--- config.mk ---
export PLATFORM = sky130hd
export DESIGN_NAME = txw_walker_top
export DESIGN_NICKNAME = d
export VERILOG_FILES = /design/src/rtl/txw_pkg.sv /design/src/rtl/txw_ring_ctrl.sv /design/src/rtl/txw_ring_pick.sv /design/src/rtl/txw_chain_fsm.sv /design/src/rtl/txw_walker_top.sv
export SDC_FILE = /design/constraint.sdc
export NUM_CORES = 1
export LEC_CHECK = 0
export CAP_MARGIN = 0
export CELL_PAD_IN_SITES_DETAIL_PLACEMENT = 0
export CELL_PAD_IN_SITES_GLOBAL_PLACEMENT = 1
export CORE_MARGIN = 1
export CORE_UTILIZATION = 35
export CTS_CLUSTER_DIAMETER = 60
export DETAILED_ROUTE_END_ITERATION = 8
export DONT_BUFFER_PORTS = 1
export MAX_ROUTING_LAYER = met4
export PLACE_DENSITY = 0.67
export SETUP_SLACK_MARGIN = 0.05
export SLEW_MARGIN = 20
export SYNTH_ARGS = -nofsm -noshare
export SYNTH_HDL_FRONTEND = slang
export SYNTH_SLANG_ARGS = --single-unit
--- constraint.sdc ---
create_clock -name clk -period 2.96 [get_ports clk]
set_input_delay 0.592 -clock clk [delete_from_list [all_inputs] [get_ports clk]]
set_output_delay 0.592 -clock clk [all_outputs]
set_load 0.1 [all_outputs]
--- src/rtl/txw_pkg.sv ---
package txw_pkg;
  localparam int IDX_W  = 12;
  localparam int WORD_W = 32;
  localparam int MSG_W  = 4 * WORD_W;

  localparam logic [2:0] WD_CTRL = 3'd1;
  localparam logic [2:0] WD_ADDR = 3'd2;
  localparam logic [2:0] WD_LINK = 3'd3;
  localparam logic [2:0] WD_MSG0 = 3'd4;
  localparam logic [2:0] WD_LAST = 3'd7;

  typedef enum logic [1:0] {
    W_IDLE  = 2'd0,
    W_NEXT  = 2'd1,
    W_FETCH = 2'd2,
    W_SEND  = 2'd3
  } walk_st_e;
endpackage

--- src/rtl/txw_ring_ctrl.sv ---
module txw_ring_ctrl import txw_pkg::*; (
  input  logic             clk,
  input  logic             rst_n,
  input  logic             clr,
  input  logic             cpu_wr,
  input  logic [IDX_W-1:0] cpu_val,
  input  logic             adv,
  input  logic [IDX_W-1:0] adv_idx,
  input  logic             err_set,
  input  logic             own_fail,
  output logic [IDX_W-1:0] dma_idx,
  output logic             err,
  output logic             waiting,
  output logic             pending
);
  logic [IDX_W-1:0] cpu_q, cpu_n, dma_q, dma_n;
  logic             err_q, err_n, wt_q, wt_n;

  always_comb begin
    cpu_n = cpu_q;
    dma_n = dma_q;
    err_n = err_q;
    wt_n  = wt_q;
    if (clr) begin
      cpu_n = '0;
      dma_n = '0;
      err_n = 1'b0;
      wt_n  = 1'b0;
    end else begin
      if (cpu_wr)   cpu_n = cpu_val;
      if (adv)      dma_n = adv_idx;
      if (err_set)  err_n = 1'b1;
      if (cpu_wr)   wt_n  = 1'b0;
      else if (own_fail) wt_n = 1'b1;
    end
  end

  always_ff @(posedge clk or negedge rst_n) begin
    if (!rst_n) begin
      cpu_q <= '0;
      dma_q <= '0;
      err_q <= 1'b0;
      wt_q  <= 1'b0;
    end else begin
      cpu_q <= cpu_n;
      dma_q <= dma_n;
      err_q <= err_n;
      wt_q  <= wt_n;
    end
  end

  assign dma_idx = dma_q;
  assign err     = err_q;
  assign waiting = wt_q;
  assign pending = (cpu_q != dma_q) && !err_q && !wt_q;

  // a link fault stays until the ring is cleared
  a_r9_err_sticky: assert property (@(posedge clk) disable iff (!rst_n)
    err_q && !clr |=> err_q);
  // the ownership wait is left only through a producer write or a clear
  a_r6_wait_holds: assert property (@(posedge clk) disable iff (!rst_n)
    wt_q && !cpu_wr && !clr |=> wt_q);
  // the consumer index moves only on a completion or a clear
  a_r10_dma_moves_on_adv: assert property (@(posedge clk) disable iff (!rst_n)
    !adv && !clr |=> $stable(dma_q));
endmodule

--- src/rtl/txw_ring_pick.sv ---
module txw_ring_pick #(
  parameter  int N_RING = 2,
  localparam int SW     = (N_RING > 1) ? $clog2(N_RING) : 1
) (
  input  logic [N_RING-1:0] pend,
  output logic              vld,
  output logic [SW-1:0]     sel
);
  always_comb begin
    vld = |pend;
    sel = '0;
    for (int i = 0; i < N_RING; i++) begin
      if (pend[i]) sel = SW'(i);
    end
  end
endmodule

--- src/rtl/txw_chain_fsm.sv ---
module txw_chain_fsm import txw_pkg::*; #(
  parameter  int RING_DEPTH = 16,
  parameter  int RGW        = 1,
  localparam int RW         = $clog2(RING_DEPTH),
  localparam int ADDR_W     = RGW + RW + 3,
  localparam logic [IDX_W:0] LIMIT = (IDX_W+1)'(RING_DEPTH)
) (
  input  logic              clk,
  input  logic              rst_n,
  input  logic              chk_en,
  input  logic              start,
  input  logic [RGW-1:0]    start_ring,
  input  logic [IDX_W-1:0]  start_dma,
  input  logic              abort,
  output logic              mem_en,
  output logic              mem_we,
  output logic [ADDR_W-1:0] mem_addr,
  output logic [WORD_W-1:0] mem_wdata,
  input  logic [WORD_W-1:0] mem_rdata,
  output logic              tx_valid,
  input  logic              tx_ready,
  output logic [RGW-1:0]    cur_ring,
  output logic [IDX_W-1:0]  cur_idx,
  output logic [15:0]       tx_len,
  output logic [WORD_W-1:0] tx_addr,
  output logic [MSG_W-1:0]  tx_msg,
  output logic              tx_drop,
  output logic              ev_adv,
  output logic              ev_err,
  output logic              ev_own
);
  walk_st_e          st_q, st_n;
  logic [RGW-1:0]    cur_q, cur_n;
  logic [IDX_W-1:0]  nxt_q, nxt_n;
  logic [2:0]        beat_q, beat_n;
  logic [WORD_W-1:0] w1_q, w1_n, pa_q, pa_n;
  logic [MSG_W-1:0]  msg_q, msg_n;
  logic [RGW-1:0]    rd_ring;
  logic [IDX_W-1:0]  rd_idx;
  logic [2:0]        rd_word;
  logic              link_bad;

  assign link_bad = {1'b0, mem_rdata[IDX_W-1:0]} >= LIMIT;

  always_comb begin
    st_n    = st_q;
    cur_n   = cur_q;
    nxt_n   = nxt_q;
    beat_n  = beat_q;
    w1_n    = w1_q;
    pa_n    = pa_q;
    msg_n   = msg_q;
    mem_en  = 1'b0;
    mem_we  = 1'b0;
    rd_ring = cur_q;
    rd_idx  = nxt_q;
    rd_word = WD_CTRL;
    ev_adv  = 1'b0;
    ev_err  = 1'b0;
    ev_own  = 1'b0;
    unique case (st_q)
      W_IDLE: begin
        if (start) begin
          cur_n   = start_ring;
          rd_ring = start_ring;
          rd_idx  = start_dma;
          rd_word = WD_LINK;
          mem_en  = 1'b1;
          st_n    = W_NEXT;
        end
      end
      W_NEXT: begin
        if (abort) begin
          st_n = W_IDLE;
        end else if (link_bad) begin
          ev_err = 1'b1;
          st_n   = W_IDLE;
        end else begin
          nxt_n   = mem_rdata[IDX_W-1:0];
          rd_idx  = mem_rdata[IDX_W-1:0];
          rd_word = WD_CTRL;
          mem_en  = 1'b1;
          beat_n  = WD_CTRL;
          st_n    = W_FETCH;
        end
      end
      W_FETCH: begin
        if (abort) begin
          st_n = W_IDLE;
        end else begin
          if (beat_q == WD_CTRL)      w1_n = mem_rdata;
          else if (beat_q == WD_ADDR) pa_n = mem_rdata;
          else                        msg_n[beat_q[1:0]*WORD_W +: WORD_W] = mem_rdata;
          if (beat_q == WD_CTRL && chk_en && mem_rdata[0]) begin
            ev_own = 1'b1;
            st_n   = W_IDLE;
          end else if (beat_q == WD_LAST) begin
            st_n = W_SEND;
          end else begin
            if (beat_q == WD_CTRL)      beat_n = WD_ADDR;
            else if (beat_q == WD_ADDR) beat_n = WD_MSG0;
            else                        beat_n = beat_q + 3'd1;
            rd_word = beat_n;
            mem_en  = 1'b1;
          end
        end
      end
      W_SEND: begin
        if (abort) begin
          st_n = W_IDLE;
        end else if (tx_ready) begin
          ev_adv = 1'b1;
          if (chk_en) begin
            mem_en  = 1'b1;
            mem_we  = 1'b1;
            rd_word = WD_CTRL;
          end
          st_n = W_IDLE;
        end
      end
      default: st_n = W_IDLE;
    endcase
  end

  always_ff @(posedge clk or negedge rst_n) begin
    if (!rst_n) begin
      st_q   <= W_IDLE;
      cur_q  <= '0;
      nxt_q  <= '0;
      beat_q <= WD_CTRL;
      w1_q   <= '0;
      pa_q   <= '0;
      msg_q  <= '0;
    end else begin
      st_q   <= st_n;
      cur_q  <= cur_n;
      nxt_q  <= nxt_n;
      beat_q <= beat_n;
      w1_q   <= w1_n;
      pa_q   <= pa_n;
      msg_q  <= msg_n;
    end
  end

  assign mem_addr  = {rd_ring, rd_idx[RW-1:0], rd_word};
  assign mem_wdata = w1_q | {{(WORD_W-1){1'b0}}, 1'b1};
  assign tx_valid  = (st_q == W_SEND);
  assign cur_ring  = cur_q;
  assign cur_idx   = nxt_q;
  assign tx_len    = w1_q[31:16];
  assign tx_drop   = w1_q[1];
  assign tx_addr   = pa_q;
  assign tx_msg    = msg_q;

  // a presented descriptor is held until accepted
  a_r5_hold: assert property (@(posedge clk) disable iff (!rst_n)
    tx_valid && !tx_ready && !abort |=> tx_valid && $stable(cur_idx) && $stable(tx_len)
                                        && $stable(tx_addr) && $stable(tx_msg));
  // memory is written only to hand ownership back, and only when checking is on
  a_r4_write_sets_flag: assert property (@(posedge clk) disable iff (!rst_n)
    mem_we |-> mem_en && mem_wdata[0] && chk_en);
endmodule

--- src/rtl/txw_walker_top.sv ---
module txw_walker_top import txw_pkg::*; #(
  parameter  int RING_DEPTH = 16,
  parameter  int N_RING     = 2,
  localparam int RW         = $clog2(RING_DEPTH),
  localparam int RGW        = (N_RING > 1) ? $clog2(N_RING) : 1,
  localparam int ADDR_W     = RGW + RW + 3
) (
  input  logic                         clk,
  input  logic                         rst_n,
  input  logic                         own_chk_en,
  input  logic [N_RING-1:0]            cpu_idx_wr,
  input  logic [N_RING-1:0][IDX_W-1:0] cpu_idx_in,
  input  logic [N_RING-1:0]            ring_clr,
  output logic [N_RING-1:0][IDX_W-1:0] dma_idx_out,
  output logic [N_RING-1:0]            ring_err,
  output logic [N_RING-1:0]            ring_own_wait,
  output logic                         mem_en,
  output logic                         mem_we,
  output logic [ADDR_W-1:0]            mem_addr,
  output logic [WORD_W-1:0]            mem_wdata,
  input  logic [WORD_W-1:0]            mem_rdata,
  output logic                         tx_valid,
  input  logic                         tx_ready,
  output logic [RGW-1:0]               tx_ring,
  output logic [IDX_W-1:0]             tx_idx,
  output logic [15:0]                  tx_len,
  output logic [WORD_W-1:0]            tx_addr,
  output logic [MSG_W-1:0]             tx_msg,
  output logic                         tx_drop
);
  logic [N_RING-1:0] pend, pend_ok;
  logic              pick_vld;
  logic [RGW-1:0]    pick_sel;
  logic [RGW-1:0]    cur_ring;
  logic [IDX_W-1:0]  cur_idx;
  logic              ev_adv, ev_err, ev_own, abort;

  for (genvar r = 0; r < N_RING; r++) begin : g_ring
    logic hit;
    assign hit = (cur_ring == RGW'(r));
    txw_ring_ctrl u_ctrl (
      .clk      (clk),
      .rst_n    (rst_n),
      .clr      (ring_clr[r]),
      .cpu_wr   (cpu_idx_wr[r]),
      .cpu_val  (cpu_idx_in[r]),
      .adv      (ev_adv && hit),
      .adv_idx  (cur_idx),
      .err_set  (ev_err && hit),
      .own_fail (ev_own && hit),
      .dma_idx  (dma_idx_out[r]),
      .err      (ring_err[r]),
      .waiting  (ring_own_wait[r]),
      .pending  (pend[r])
    );
  end

  assign pend_ok = pend & ~ring_clr;
  assign abort   = ring_clr[cur_ring];

  txw_ring_pick #(.N_RING(N_RING)) u_pick (
    .pend (pend_ok),
    .vld  (pick_vld),
    .sel  (pick_sel)
  );

  txw_chain_fsm #(.RING_DEPTH(RING_DEPTH), .RGW(RGW)) u_fsm (
    .clk        (clk),
    .rst_n      (rst_n),
    .chk_en     (own_chk_en),
    .start      (pick_vld),
    .start_ring (pick_sel),
    .start_dma  (dma_idx_out[pick_sel]),
    .abort      (abort),
    .mem_en     (mem_en),
    .mem_we     (mem_we),
    .mem_addr   (mem_addr),
    .mem_wdata  (mem_wdata),
    .mem_rdata  (mem_rdata),
    .tx_valid   (tx_valid),
    .tx_ready   (tx_ready),
    .cur_ring   (cur_ring),
    .cur_idx    (cur_idx),
    .tx_len     (tx_len),
    .tx_addr    (tx_addr),
    .tx_msg     (tx_msg),
    .tx_drop    (tx_drop),
    .ev_adv     (ev_adv),
    .ev_err     (ev_err),
    .ev_own     (ev_own)
  );

  assign tx_ring = cur_ring;
  assign tx_idx  = cur_idx;

  // a presented descriptor index always lies inside the ring
  a_r9_idx_in_range: assert property (@(posedge clk) disable iff (!rst_n)
    tx_valid |-> ({1'b0, tx_idx} < (IDX_W+1)'(RING_DEPTH)));
  // a faulted ring is never presented
  a_r9_no_send_on_err: assert property (@(posedge clk) disable iff (!rst_n)
    $rose(tx_valid) |-> !ring_err[tx_ring]);
endmodule

# Word-level counts from Yosys, hierarchy flattened

Index checks and enable logic that the tools add are counted.

Register bits after elaboration: 262
Output and inout port bits: 261
Input port bits: 64
Logic and storage cells: 149

Multiplexer cells: 72
Bitwise logic cells: 6
$lt $le $gt $ge: 3
Reduce and logical (&&, ||, !) cells: 33
Shifts and indexed selects: 2
Equality and inequality tests: 16
Add/sub/neg operators: 2

Operator list:

| cell                        | number |
|---|---|
| $bwmux W128                 | 1 |
| $shift A32 B34 Y128 const A | 1 |
| $shiftx A32 B34 Y128        | 1 |
| $mux W12                    | 10 |
| $mux W1                     | 34 |
| $neg A7 Y34                 | 1 |
| $mux W3                     | 10 |
| $ne A12 B12 Y1              | 2 |
| $mux W2                     | 9 |
| $reduce_bool A2 Y1          | 7 |
| $ge A12 B5 Y1 const B       | 1 |
| $logic_and A1 B1 Y1         | 12 |
| $mux W4                     | 3 |
| $ne A2 B2 Y1 const B        | 6 |
| $pmux W3 S3                 | 1 |
| $pmux W2 S4                 | 1 |
| $pmux W4 S2                 | 1 |
| $reduce_and A4 Y1           | 2 |
| $pmux W3 S2                 | 1 |
| $reduce_and A3 Y1           | 2 |
| $reduce_and A6 Y1           | 1 |
| $reduce_bool A3 Y1          | 2 |
| $eq A2 B2 Y1 const B        | 2 |
| $logic_not A1 Y1            | 4 |
| other kinds (14)            | 19 |

# Depth between registers and ports, before layout

Gate-level depths: netlist of run 1.

Word-level depth: 10
Gate-level depth with buffers: 7

# Cells and area by module

Synthesis of run 1 repeated with hierarchy kept, for this count alone.

Cells, all modules: 1050
Area total of the unflattened synthesis: 11260.8 um^2

Modules (own cells, without submodules):

| module         | times used | cells each | area an instance (um^2) |
|---|---|---|---|
| txw_chain_fsm  | 1          | 824        | 8644.5 |
| txw_ring_ctrl  | 2          | 101        | 1178.6 |
| txw_walker_top | 1          | 22         | 245.2 |
| txw_ring_pick  | 1          | 2          | 13.8 |

# Worst setup path before layout of run 1

Ideal clock, no wire load.

Path type: reg-to-output
Start point: register u_fsm.cur_q (netlist: u_fsm.cur_ring)
End point: output port mem_en
Path slack: -2.940 ns
Cell stages (with the launch flop): 5
Arrival time: 5.308 ns
Path through: dfrtp_1 mux2_2 nor3_1 nor2_1 a22oi_1

Cells in the longest elaborated chain, start to end: 4

RTL lines:

| item                                          | RTL line                                                       | source |
|---|---|---|
| start, declared                               | txw_chain_fsm.sv:33                                            | `logic [RGW-1:0] cur_q, cur_n;` |
| start signal, assigned                        | txw_chain_fsm.sv:136                                           | `cur_q <= cur_n;` |
| $mux W1 (not written as such) * (2 in series) | txw_walker_top.sv:59                                           | `assign abort = ring_clr[cur_ring];` |
| $mux W1 (on tied branches)                    | txw_chain_fsm.sv:109, txw_chain_fsm.sv:73, txw_chain_fsm.sv:88 |  |
| $pmux W1 S4 *                                 | txw_chain_fsm.sv:61                                            | `unique case (st_q)` |
| end, declared                                 | txw_walker_top.sv:17                                           | `output logic mem_en,` |

Every way passes the cells marked *; elsewhere a longest branch is shown, timed or not. The select of a mux whose other input is x is not followed.

# Worst setup path in the final report of run 1

Start point: register u_fsm.cur_q (netlist: u_fsm.cur_ring)
End point: output port mem_addr[3]

Cells in the longest elaborated chain, start to end: 4

RTL lines:

| item                                        | RTL line             | source |
|---|---|---|
| $mux W1 (not written as such) (2 in series) | txw_walker_top.sv:59 |  |
| $mux W12                                    | txw_chain_fsm.sv:73  | `if (abort) begin` |
| $pmux W4 S2                                 | txw_chain_fsm.sv:61  |  |
| end, declared                               | txw_walker_top.sv:19 | `output logic [ADDR_W-1:0] mem_addr,` |

No other way between the ends. The select of a mux whose other input is x is not followed.

==> reports/metrics.yaml, run 1 <==
outcome:
  outcome: "finished with violations"
  violations: "hold timing, setup timing"
grt:
  grt_overflow_total: 0
  grt_pass1_wl_um: 49000
  grt_pass1_vias: 7606
  grt_max_degree: 262
  antenna_found_initial: 0
  track_usage: 0.198
clocking:
  cts-root-buf: "clkbuf_16"
  cts_sinks: 261
  clock_latency_ns: 0.55
  htreeDepth: 1
  cts_buffer_depth: 3
  cts_tree: "yes"
  cts_buffers: 30
  clk_pin_slew_ns: 0.06
critical_path:
  rr_startpoint: "u_fsm.beat_q[0]$_DFFE_PN1P_"
  worstPathCellList: "mux2i_4 > nand3_2 > mux2_2 > a311o_1 > a211oi_4 > buf_12"
  critPathSlowestCell: "dfrtp_4"
  worst-r2r-cell-count: 7
  required_ns: 2.37
  reg2reg_setup_slack_ns: 0.58
  max_stage_delay_ns: 0.54
  crit_path_start_kind: "flop"
  rr_endpoint: "u_fsm.tx_msg[97]$_DFFE_PN0P_"
  worstPathMaxFanout: 7
  endpoint_kind: "output pin"
  crit_type: "reg -> out"
  arrival_ns: 2.52
synthesis:
  synth_top_area_share: 0.580
  synth_edf_count: 0
  synth_area_um2: 11200
  ys_ff_latch: 261
  yosysTopAreaCell: "dfrtp_1"
  yosysWarnings: 0
  synth_seq_area_share: 0.582
  syn_area_per_cell_um2: 10.4
  ys.flop_type: "dfrtp_1"
  async_reset_ff_frac: 1.00
  synth.top_cells.by_area: "dfrtp_1, nand2_1, o21ai_0"
  syn_inst: 1079
  ys_types: 55
  synth_fp_nets: 1150
detailed_routing:
  drt_first_iter_violations: 408
  wl_um: 31300
  drc_errors: 0
  ant_nets: 0
  viasPerCell: 4.98
  wl_per_cell_um: 20.5
  drt_first_pass_iters: 5
  vias: 7597
finish:
  final_cells: 1527
  layout_common_cells: "nand2_1, dfrtp_1, o21ai_0, buf_4, dfrtp_2"
  drive_above_1_share: 0.242
  fin_nets: 1172
  fin_util: 0.422
  area_growth_pct: 18.7
  mostFrequentLayoutCell: "nand2_1"
  antenna_cells_inserted: 0
sta:
  setup_viol: 6
  finalClockSkew_ns: 0.0110
  fin_setup_tns_ns: -0.660
  fin_crit_ns: 3.11
  timing.fmax_ghz: 0.322
  slew_viol_final: 0
  hold_viol: 260
  fin_crit_sh: 1.05
  rsz0062_at_grt: "yes"
  worst_hold_slack_ns: -0.253
  finalWorstSetupSlack_ns: -0.149
  max_slew_margin: 0.322
  worst_slew_pin_slew_ns: 1.02
run:
  drv_cap: 0
placed_design:
  io_buffers: 0
  gp_congestion: 0.809
  dpl_worst_slack_ns: 0.127
  post-dp-hpwl_um: 21300
  dpl.cell_count: 1463
min_path:
  hp-class: "in -> async"
floorplan:
  design.core.area_um2: 31600
  start_util: 0.355
  ios: 325
  die_w_um: 181
  num_rows: 65
  fp.dieH_um: 181
  design.die.area_um2: 32800
pwr:
  ir_worst_vdd_v: 0.000911
  powerDensity_nw_per_um2: 713
  p_leak_nw: 6.16
[registers in the layout, indices dropped and copies added, names as in the netlist]
name and cells:
u_fsm.beat_q 3, g_ring.u_ctrl.cpu_q 24, g_ring.u_ctrl.waiting 2, g_ring.u_ctrl.dma_idx 24, u_fsm.tx_msg 128, u_fsm.tx_addr 32
g_ring.u_ctrl.err 2, u_fsm.st_q 2, u_fsm.cur_idx 12, u_fsm.cur_ring 1, u_fsm.w1_q 31
[per-stage QoR]
step / cell area, µm² / hold WS (ns) / power [mW]
CTS: 13200 / -0.283 / 9.58
floorplan: 11400 / 0.296 / 5.36
global route: 13300 / -0.300 / 9.85
finish: 13300 / -0.253 / 9.49
global placement: 12100 / 0.303 / 5.73
detailed placement: 12100 / 0.303 / 5.74
[metal layers]
layer,GRT usage,wire length (µm),vias to the layer above
met1,0.253,13500,3690
li1,-,-,3616
met3,0.0613,2600,43
met4,0.0485,635,0
met2,0.306,14500,248
met5,-,0,-
[how the worst max path moves through the flow]
stage | from | endpoint | slack [ns] | depth (start not counted)
final | u_fsm.cur_ring$_DFF_PN0_ | mem_addr[3] | -0.15 | 6
after global routing | g_ring[1].u_ctrl.dma_idx[5]$_DFFE_PN0P_ | mem_addr[3] | -0.23 | 6
after global placement | mem_rdata[9] | mem_addr[3] | 0.12 | 6
after floorplan | u_fsm.cur_ring$_DFF_PN0_ | mem_en | -0.49 | 4
after detailed placement | mem_rdata[9] | mem_addr[3] | 0.13 | 6
after CTS | g_ring[1].u_ctrl.dma_idx[5]$_DFFE_PN0P_ | mem_addr[4] | -0.23 | 6
[synthesized netlist by cell type (12+ instances only)]
library cell and number:
nor2_1 35, nand2b_1 24, o21ai_0 152, mux2_2 38, buf_4 23, dfrtp_1 260, nor3_1 13, mux2_1 17
mux2i_1 27, mux2_4 15, xnor2_1 12, clkbuf_1 51, xor2_1 12, nand2_1 287
[cells by family after synthesis]
| kind of cell | Yosys count | synth area share |
|---|---|---|
| other cells | 1 | 0.000334 |
| fa+ha+maj | 7 | 0.00781 |
| flops | 261 | 0.582 |
| simple gates | 407 | 0.159 |
| xor+xnor | 24 | 0.0187 |
| compound gates | 186 | 0.0892 |
| mux | 97 | 0.0994 |
| buf+inv | 96 | 0.0431 |
[critical path, delay by kind of cell (launching register included)]
family / cells / cell delay, ns
multiplexers: 2 / 0.56
flip-flops: 1 / 0.54
AO/OA/AOI/OAI: 2 / 0.54
buffers and inverters: 1 / 0.21
AND/OR/NAND/NOR: 1 / 0.12
[power breakdown]
| group | leakage [nW] | internal [mW] | switching (mW) | total, mW |
|---|---|---|---|---|
| clock network | 0.496 | 2.22 | 1.50 | 3.71 |
| logic | 2.13 | 0.535 | 0.999 | 1.53 |
| registers | 3.54 | 3.66 | 0.579 | 4.24 |
| total | 6.16 | 6.42 | 3.07 | 9.49 |
[area by class of cell]
cell class,instances,area (µm²)
clock buffers,43,901
clock inverters,13,125
fillers,3056,18200
inverters,10,38.8
multi-input cells,722,4470
flip-flops and latches,261,6590
well taps,402,503
repair buffers,76,686
[repair_timing]
item	CTS	global route
endpoints found under the hold margin	261	260
endpoints found under the setup margin	9	9
buffers inserted	6	2
gates resized for setup	23	9
pin swaps	5	12
No activity file was read; power rests on OpenSTA's default activity.
==> run 2, diff against run 1 <==
--- a/config.mk
+++ b/config.mk
@@ -6,15 +6,13 @@
 export NUM_CORES = 1
 export LEC_CHECK = 0
 export CAP_MARGIN = 0
-export CELL_PAD_IN_SITES_DETAIL_PLACEMENT = 0
-export CELL_PAD_IN_SITES_GLOBAL_PLACEMENT = 1
 export CORE_MARGIN = 1
 export CORE_UTILIZATION = 35
 export CTS_CLUSTER_DIAMETER = 60
 export DETAILED_ROUTE_END_ITERATION = 8
 export DONT_BUFFER_PORTS = 1
 export MAX_ROUTING_LAYER = met4
-export PLACE_DENSITY = 0.67
+export PLACE_DENSITY = 0.55
 export SETUP_SLACK_MARGIN = 0.05
 export SLEW_MARGIN = 20
 export SYNTH_ARGS = -nofsm -noshare
==> run 2 against run 1 <==
Clock skew is 0.0061 ns higher. Highest routed layer unchanged. Critical path type unchanged. First-iteration DRC count increased by 33%. Maximum frequency up 1.4%. Largest cell class unchanged. Utilization grew 0.33 points. Worst setup slack gained 0.044 ns. Clock power up 10%. The flow still finishes with violations (hold timing, setup timing). Die area unchanged. Combinational power hardly changed. Flip-flop and latch count unchanged.
==> reports/metrics.yaml, run 2 (same netlist as run 1, synthesis figures left out) <==
outcome:
  outcome: "finished with violations"  # unchanged
  violations: "hold timing, setup timing"  # unchanged
pwr:
  power_frac_seq: 0.430  # was 0.447
  clock_power_share: 0.414  # was 0.391
  swShare: 0.321  # was 0.324
  powerDensity_nw_per_um2: 733  # was 713 nW/µm²
  p_leak_nw: 6.22  # was 6.16 nW
  ir_worst_vdd_v: 0.000798  # was 0.000911 V
  power.switching_mw: 3.15  # was 3.07 mW
  pwr-share-comb: 0.155  # was 0.162
  power.internal_mw: 6.68  # was 6.42 mW
clocking:
  cts_buffer_depth: 3  # unchanged
  cts_buffers: 34  # was 30
  clock_latency_ns: 0.51  # was 0.55 ns
  cts-root-buf: "clkbuf_16"  # unchanged
  clk_pin_slew_ns: 0.05  # was 0.06 ns
  cts_tree: "yes"  # unchanged
  htreeDepth: 2  # was 1
  cts_sinks: 261  # unchanged
grt:
  grt_pass1_wl_um: 49100  # was 49,000 µm
  grt_pass1_vias: 7715  # was 7,606
  track_usage: 0.201  # was 0.198
  grt_max_degree: 262  # unchanged
  grt_overflow_total: 0  # unchanged
  antenna_found_initial: 0  # unchanged
critical_path:
  max_stage_delay_ns: 0.42  # was 0.54 ns
  crit_type: "reg -> out"  # unchanged
  crit_path_start_kind: "flop"  # unchanged
  worstPathCellList: "xnor2_2 > nand4_1 > o31a_1 > a311o_1 > a211oi_4 > buf_12"  # was mux2i_4 > nand3_2 > mux2_2 > a311o_1 > a211oi_4 > buf_12
  arrival_ns: 2.47  # was 2.52 ns
  critPathSlowestCell: "o31a_1"  # was dfrtp_4
  required_ns: 2.37  # about the same
  worstPathMaxFanout: 6  # was 7
  endpoint_kind: "output pin"  # unchanged
detailed_routing:
  viasPerCell: 4.96  # was 4.98
  wl_um: 31800  # was 31,300 µm
  wl_per_cell_um: 20.7  # was 20.5 µm
  ant_nets: 0  # unchanged
  drc_errors: 0  # unchanged
  drt_first_iter_violations: 543  # was 408
  drt_first_pass_iters: 4  # was 5
  vias: 7610  # was 7,597
placed_design:
  io_buffers: 0  # unchanged
  dpl.cell_count: 1465  # was 1,463
  post-dp-hpwl_um: 21300  # about the same
  gp_congestion: 0.801  # was 0.809
sta:
  fin_crit_sh: 1.04  # was 1.05
  fin_crit_ns: 3.06  # was 3.11 ns
  slew_viol_final: 0  # unchanged
  rsz0062_at_grt: "yes"  # unchanged
  max_slew_margin: 0.332  # was 0.322
  worst_slew_pin_slew_ns: 1.00  # was 1.02 ns
  timing.fmax_ghz: 0.326  # was 0.322 GHz
  hold_viol: 260  # unchanged
  finalClockSkew_ns: 0.0171  # was 0.0110 ns
  worst_hold_slack_ns: -0.206  # was -0.253 ns
  setup_viol: 6  # unchanged
  finalWorstSetupSlack_ns: -0.105  # was -0.149 ns
floorplan:
  design.die.area_um2: 32800  # unchanged
  design.core.area_um2: 31600  # unchanged
  die_w_um: 181  # unchanged
  start_util: 0.355  # unchanged
  ios: 325  # unchanged
  fp.dieH_um: 181  # unchanged
  num_rows: 65  # unchanged
finish:
  area_growth_pct: 19.6  # was 18.7%
  multi_input_area_um2: 4440  # was 4470 µm²
  nFillCells: 3015  # was 3,056
  layout_common_cells: "nand2_1, dfrtp_1, o21ai_0, buf_4, dfrtp_2"  # unchanged
  final_cells: 1534  # was 1,527
  mostFrequentLayoutCell: "nand2_1"  # unchanged
  antenna_cells_inserted: 0  # unchanged
  fin_nets: 1178  # was 1,172
  largest_reg_flops: 128  # unchanged
  seq_area_um2: 6590  # about the same
  drive_above_1_share: 0.244  # was 0.242
run:
  drv_cap: 0  # unchanged
min_path:
  hp-class: "in -> async"  # unchanged
==> run 2: cell count changes in the layout (fill, tap and decap cells not counted), sizes merged <==
| cell | change |
|---|---|
| bufinv | +1 |
| clkinvlp | -1 |
| buf | +2 |
| clkbuf | +4 |
| clkinv | -1 |
| inv | +2 |
==> run 2: final cells by class <==
cell class              count  share of cell area
clock inverters            14              0.0120
multi-input cells         722               0.331
well taps                 402              0.0375
flip-flops and latches    261               0.491
inverters                  10             0.00289
repair buffers             78              0.0529
clock buffers              47              0.0723
==> run 2: worst max-delay path, delay by kind of cell, from the launching register on <==
family	cells	cell delay, ns
compound gates	3	1.03
flops	1	0.40
buf+inv	1	0.21
xor+xnor	1	0.18
simple gates	1	0.15
==> run 2: path summary, 6_finish.rpt <==
path | startpoint | endpoint | slack, ns | cells after the start
max in group asynchronous | rst_n | u_fsm.w1_q[18]$_DFFE_PN0P_ | 2.76 | 0
min in group clk | ring_clr[0] | g_ring[0].u_ctrl.cpu_q[0]$_DFFE_PN0N_ | 0.15 | 1
setup / recovery | g_ring[1].u_ctrl.cpu_q[10]$_DFFE_PN0N_ | mem_addr[3] | -0.10 | 6
setup reg to reg | u_fsm.beat_q[0]$_DFFE_PN1P_ | u_fsm.tx_msg[123]$_DFFE_PN0P_ | 0.54 | 8
hold reg to reg | g_ring[0].u_ctrl.cpu_q[9]$_DFFE_PN0N_ | g_ring[0].u_ctrl.cpu_q[9]$_DFFE_PN0N_ | 0.54 | 2
hold / removal | rst_n | u_fsm.w1_q[22]$_DFFE_PN0P_ | -0.21 | 0
==> run 2: per-stage QoR <==
stage	util	total power, mW	setup slack (ns)	TNS, ns	cell area (µm²)
after floorplan	-	5.36	-0.485	-1.01	11400
after global placement	0.384	5.77	0.117	0	12100
after detailed placement	0.384	5.77	0.116	0	12100
after CTS	0.423	9.94	-0.137	-0.587	13300
after global routing	0.425	10.2	-0.208	-1.01	13400
final	0.425	9.83	-0.105	-0.331	13400
==> run 2: what timing repair did <==
action,in CTS,in global routing
gates resized for setup,12,11
pin swaps,7,9
hold endpoints to repair,261,260
setup endpoints to repair,9,9
buffers inserted,5,3
==> run 2: routing by layer <==
metal / wire length [µm] / vias up / GRT usage
met2: 14600 / 282 / 0.304
met3: 2720 / 50 / 0.0621
met5: 0 / - / -
met1: 13600 / 3639 / 0.256
li1: - / 3639 / -
met4: 893 / 0 / 0.0661
==> run 2: power groups by stage <==
stage | combinational (mW) | sequential, mW | clock (mW)
after floorplan | 1.12 | 4.23 | 0
after global placement | 1.48 | 4.29 | 0
after detailed placement | 1.48 | 4.29 | 0
after CTS | 1.51 | 4.23 | 4.20
after global routing | 1.61 | 4.25 | 4.35
final | 1.53 | 4.23 | 4.08
==> run 3, diff against run 2 <==
--- a/config.mk
+++ b/config.mk
@@ -6,13 +6,13 @@
 export NUM_CORES = 1
 export LEC_CHECK = 0
 export CAP_MARGIN = 0
-export CORE_MARGIN = 1
-export CORE_UTILIZATION = 35
+export CORE_MARGIN = 8
+export CORE_UTILIZATION = 40
 export CTS_CLUSTER_DIAMETER = 60
 export DETAILED_ROUTE_END_ITERATION = 8
 export DONT_BUFFER_PORTS = 1
 export MAX_ROUTING_LAYER = met4
-export PLACE_DENSITY = 0.55
+export PLACE_DENSITY = 0.6
 export SETUP_SLACK_MARGIN = 0.05
 export SLEW_MARGIN = 20
 export SYNTH_ARGS = -nofsm -noshare
==> run 3 against run 2 <==
The flow still finishes with violations (hold timing, setup timing). Global-route usage fell by 0.45 points. Sequential share of layout area rose by 0.35 points. Maximum frequency fell by 0.59%. First-iteration DRC count rose by 5.9%. Via count rose by 0.38%. Power fell by 2.6%. Largest cell class unchanged. Highest routed layer unchanged.
==> reports/metrics.yaml, run 3 (same netlist as run 1, synthesis figures left out) <==
clocking:
  cts-root-buf: "clkbuf_16"  # unchanged
  htreeDepth: 1  # was 2
  cts_tree: "yes"  # unchanged
  clk_pin_slew_ns: 0.06  # was 0.05 ns
  cts_buffer_depth: 3  # unchanged
  cts_sinks: 261  # unchanged
  clock_latency_ns: 0.54  # was 0.51 ns
  cts_buffers: 30  # was 34
placed_design:
  place_area_um2: 12100  # about the same
  io_buffers: 0  # unchanged
  dpl_worst_slack_ns: 0.139  # was 0.116 ns
  post-dp-hpwl_um: 22600  # was 21,300 µm
  gp_congestion: 0.833  # was 0.801
floorplan:
  start_util: 0.405  # was 0.355
  fp.dieH_um: 183  # was 181 µm
  ios: 325  # unchanged
  design.die.area_um2: 33700  # was 32,800 µm²
  die_w_um: 183  # was 181 µm
  design.core.area_um2: 27700  # was 31,600 µm²
  num_rows: 61  # was 65
critical_path:
  reg2reg_setup_slack_ns: 0.61  # was 0.54 ns
  crit_path_start_kind: "flop"  # unchanged
  worstPathMaxFanout: 7  # was 6
  endpoint: "mem_addr[4]"  # was mem_addr[3]
  endpoint_kind: "output pin"  # unchanged
  rr_endpoint: "u_fsm.tx_msg[69]$_DFFE_PN0P_"  # was u_fsm.tx_msg[123]$_DFFE_PN0P_
  worst-r2r-cell-count: 7  # was 8
  required_ns: 2.37  # about the same
  arrival_ns: 2.49  # was 2.47 ns
  rr_startpoint: "u_fsm.beat_q[0]$_DFFE_PN1P_"  # unchanged
  startpoint: "g_ring[1].u_ctrl.dma_idx[10]$_DFFE_PN0P_"  # was g_ring[1].u_ctrl.cpu_q[10]$_DFFE_PN0N_
  crit_type: "reg -> out"  # unchanged
sta:
  max_slew_margin: 0.335  # was 0.332
  slew_viol_final: 0  # unchanged
  finalWorstSetupSlack_ns: -0.123  # was -0.105 ns
  fin_crit_sh: 1.04  # about the same
  setup_viol: 6  # unchanged
  finalClockSkew_ns: 0.0138  # was 0.0171 ns
  fin_crit_ns: 3.08  # was 3.06 ns
  rsz0062_at_grt: "yes"  # unchanged
  worst_slew_pin_slew_ns: 0.998  # was 1.00 ns
  timing.fmax_ghz: 0.324  # was 0.326 GHz
  worst_hold_slack_ns: -0.248  # was -0.206 ns
  hold_viol: 260  # unchanged
grt:
  grt_overflow_total: 0  # unchanged
  grt_pass1_vias: 7746  # was 7,715
  antenna_found_initial: 0  # unchanged
  track_usage: 0.197  # was 0.201
  grt_max_degree: 262  # unchanged
  grt_pass1_wl_um: 50100  # was 49,100 µm
finish:
  area_growth_pct: 18.8  # was 19.6%
  postLayoutCellArea_um2: 13300  # was 13,400 µm²
  fin_nets: 1174  # was 1,178
  nFillCells: 2540  # was 3,015
  layout_common_cells: "nand2_1, dfrtp_1, o21ai_0, buf_4, dfrtp_2"  # unchanged
  mostFrequentLayoutCell: "nand2_1"  # unchanged
  antenna_cells_inserted: 0  # unchanged
  fin_util: 0.481  # was 0.425
  drive_above_1_share: 0.243  # was 0.244
  largest_reg_flops: 128  # unchanged
detailed_routing:
  ant_nets: 0  # unchanged
  vias: 7639  # was 7,610
  viasPerCell: 5.08  # was 4.96
  drc_errors: 0  # unchanged
  wl_um: 33100  # was 31,800 µm
  drt_first_iter_violations: 575  # was 543
  wl_per_cell_um: 22.0  # was 20.7 µm
  drt_first_pass_iters: 5  # was 4
pwr:
  total_power_mw: 9.58  # was 9.83 mW
  powerDensity_nw_per_um2: 719  # was 733 nW/µm²
  ir_worst_vdd_v: 0.000792  # was 0.000798 V
  p_leak_nw: 6.17  # was 6.22 nW
min_path:
  hp-class: "in -> async"  # unchanged
run:
  drv_cap: 0  # unchanged
outcome:
  outcome: "finished with violations"  # unchanged
  violations: "hold timing, setup timing"  # unchanged
run 3: worst min-delay path by stage:
| stage | to | cells past startpoint |
|---|---|---|
| 2_1_floorplan | g_ring[0].u_ctrl.cpu_q[0]$_DFFE_PN0N_ | 0 |
| 3_3_place_gp | u_fsm.tx_msg[63]$_DFFE_PN0P_ | 0 |
| 3_5_place_dp | u_fsm.tx_msg[57]$_DFFE_PN0P_ | 0 |
| 4_1_cts | u_fsm.tx_msg[90]$_DFFE_PN0P_ | 0 |
| 5_1_grt | u_fsm.tx_msg[57]$_DFFE_PN0P_ | 0 |
| 6_report | u_fsm.tx_msg[57]$_DFFE_PN0P_ | 0 |
run 3: layer usage:
| metal | track usage | wire length (µm) |
|---|---|---|
| met1 | 0.241 | 13500 |
| met2 | 0.307 | 15400 |
| met3 | 0.0735 | 3650 |
| met4 | 0.0429 | 519 |
| met5 | - | 0 |
run 3: where the power goes:
| group | switching (mW) | leakage (nW) | internal [mW] | total [mW] |
|---|---|---|---|---|
| clock network | 1.46 | 0.492 | 2.31 | 3.77 |
| registers | 0.590 | 3.53 | 3.67 | 4.26 |
| logic | 1.00 | 2.14 | 0.551 | 1.55 |
run 3: repair_timing:
| item | in CTS | in global routing |
|---|---|---|
| endpoints found under the hold margin | 261 | 260 |
| setup endpoints to repair | 9 | 8 |
| setup buffers | 5 | 6 |
| resized for setup | 19 | 16 |
| pin swaps | 7 | 6 |
run 3: area by class of cell:
| type | instances | area (µm²) | area share |
|---|---|---|---|
| clock buffers | 42 | 837 | 0.0628 |
| clock inverters | 12 | 170 | 0.0128 |
| inverters | 10 | 42.5 | 0.00319 |
| well taps | 378 | 473 | 0.0355 |
| multi-input cells | 722 | 4490 | 0.337 |
| repair buffers | 78 | 717 | 0.0538 |
| flip-flops and latches | 261 | 6590 | 0.495 |
run 3: metrics by stage:
| step | std cells | hold WS (ns) | TNS (ns) |
|---|---|---|---|
| after floorplan | 1079 | 0.296 | -1.01 |
| after detailed placement | 1438 | 0.308 | 0 |
| after global routing | 1503 | -0.286 | -1.13 |
| after CTS | 1497 | -0.276 | -0.766 |
| final | 1503 | -0.248 | -0.420 |
| after global placement | 1438 | 0.307 | 0 |
run 3: worst max-delay path, stage by stage (launching register included):
cell      delay [ns]
dfrtp_2         0.42
xnor2_2         0.16
nand4_1         0.14
o31a_1          0.44
a311o_1         0.34
a211oi_4        0.23
buf_12          0.21
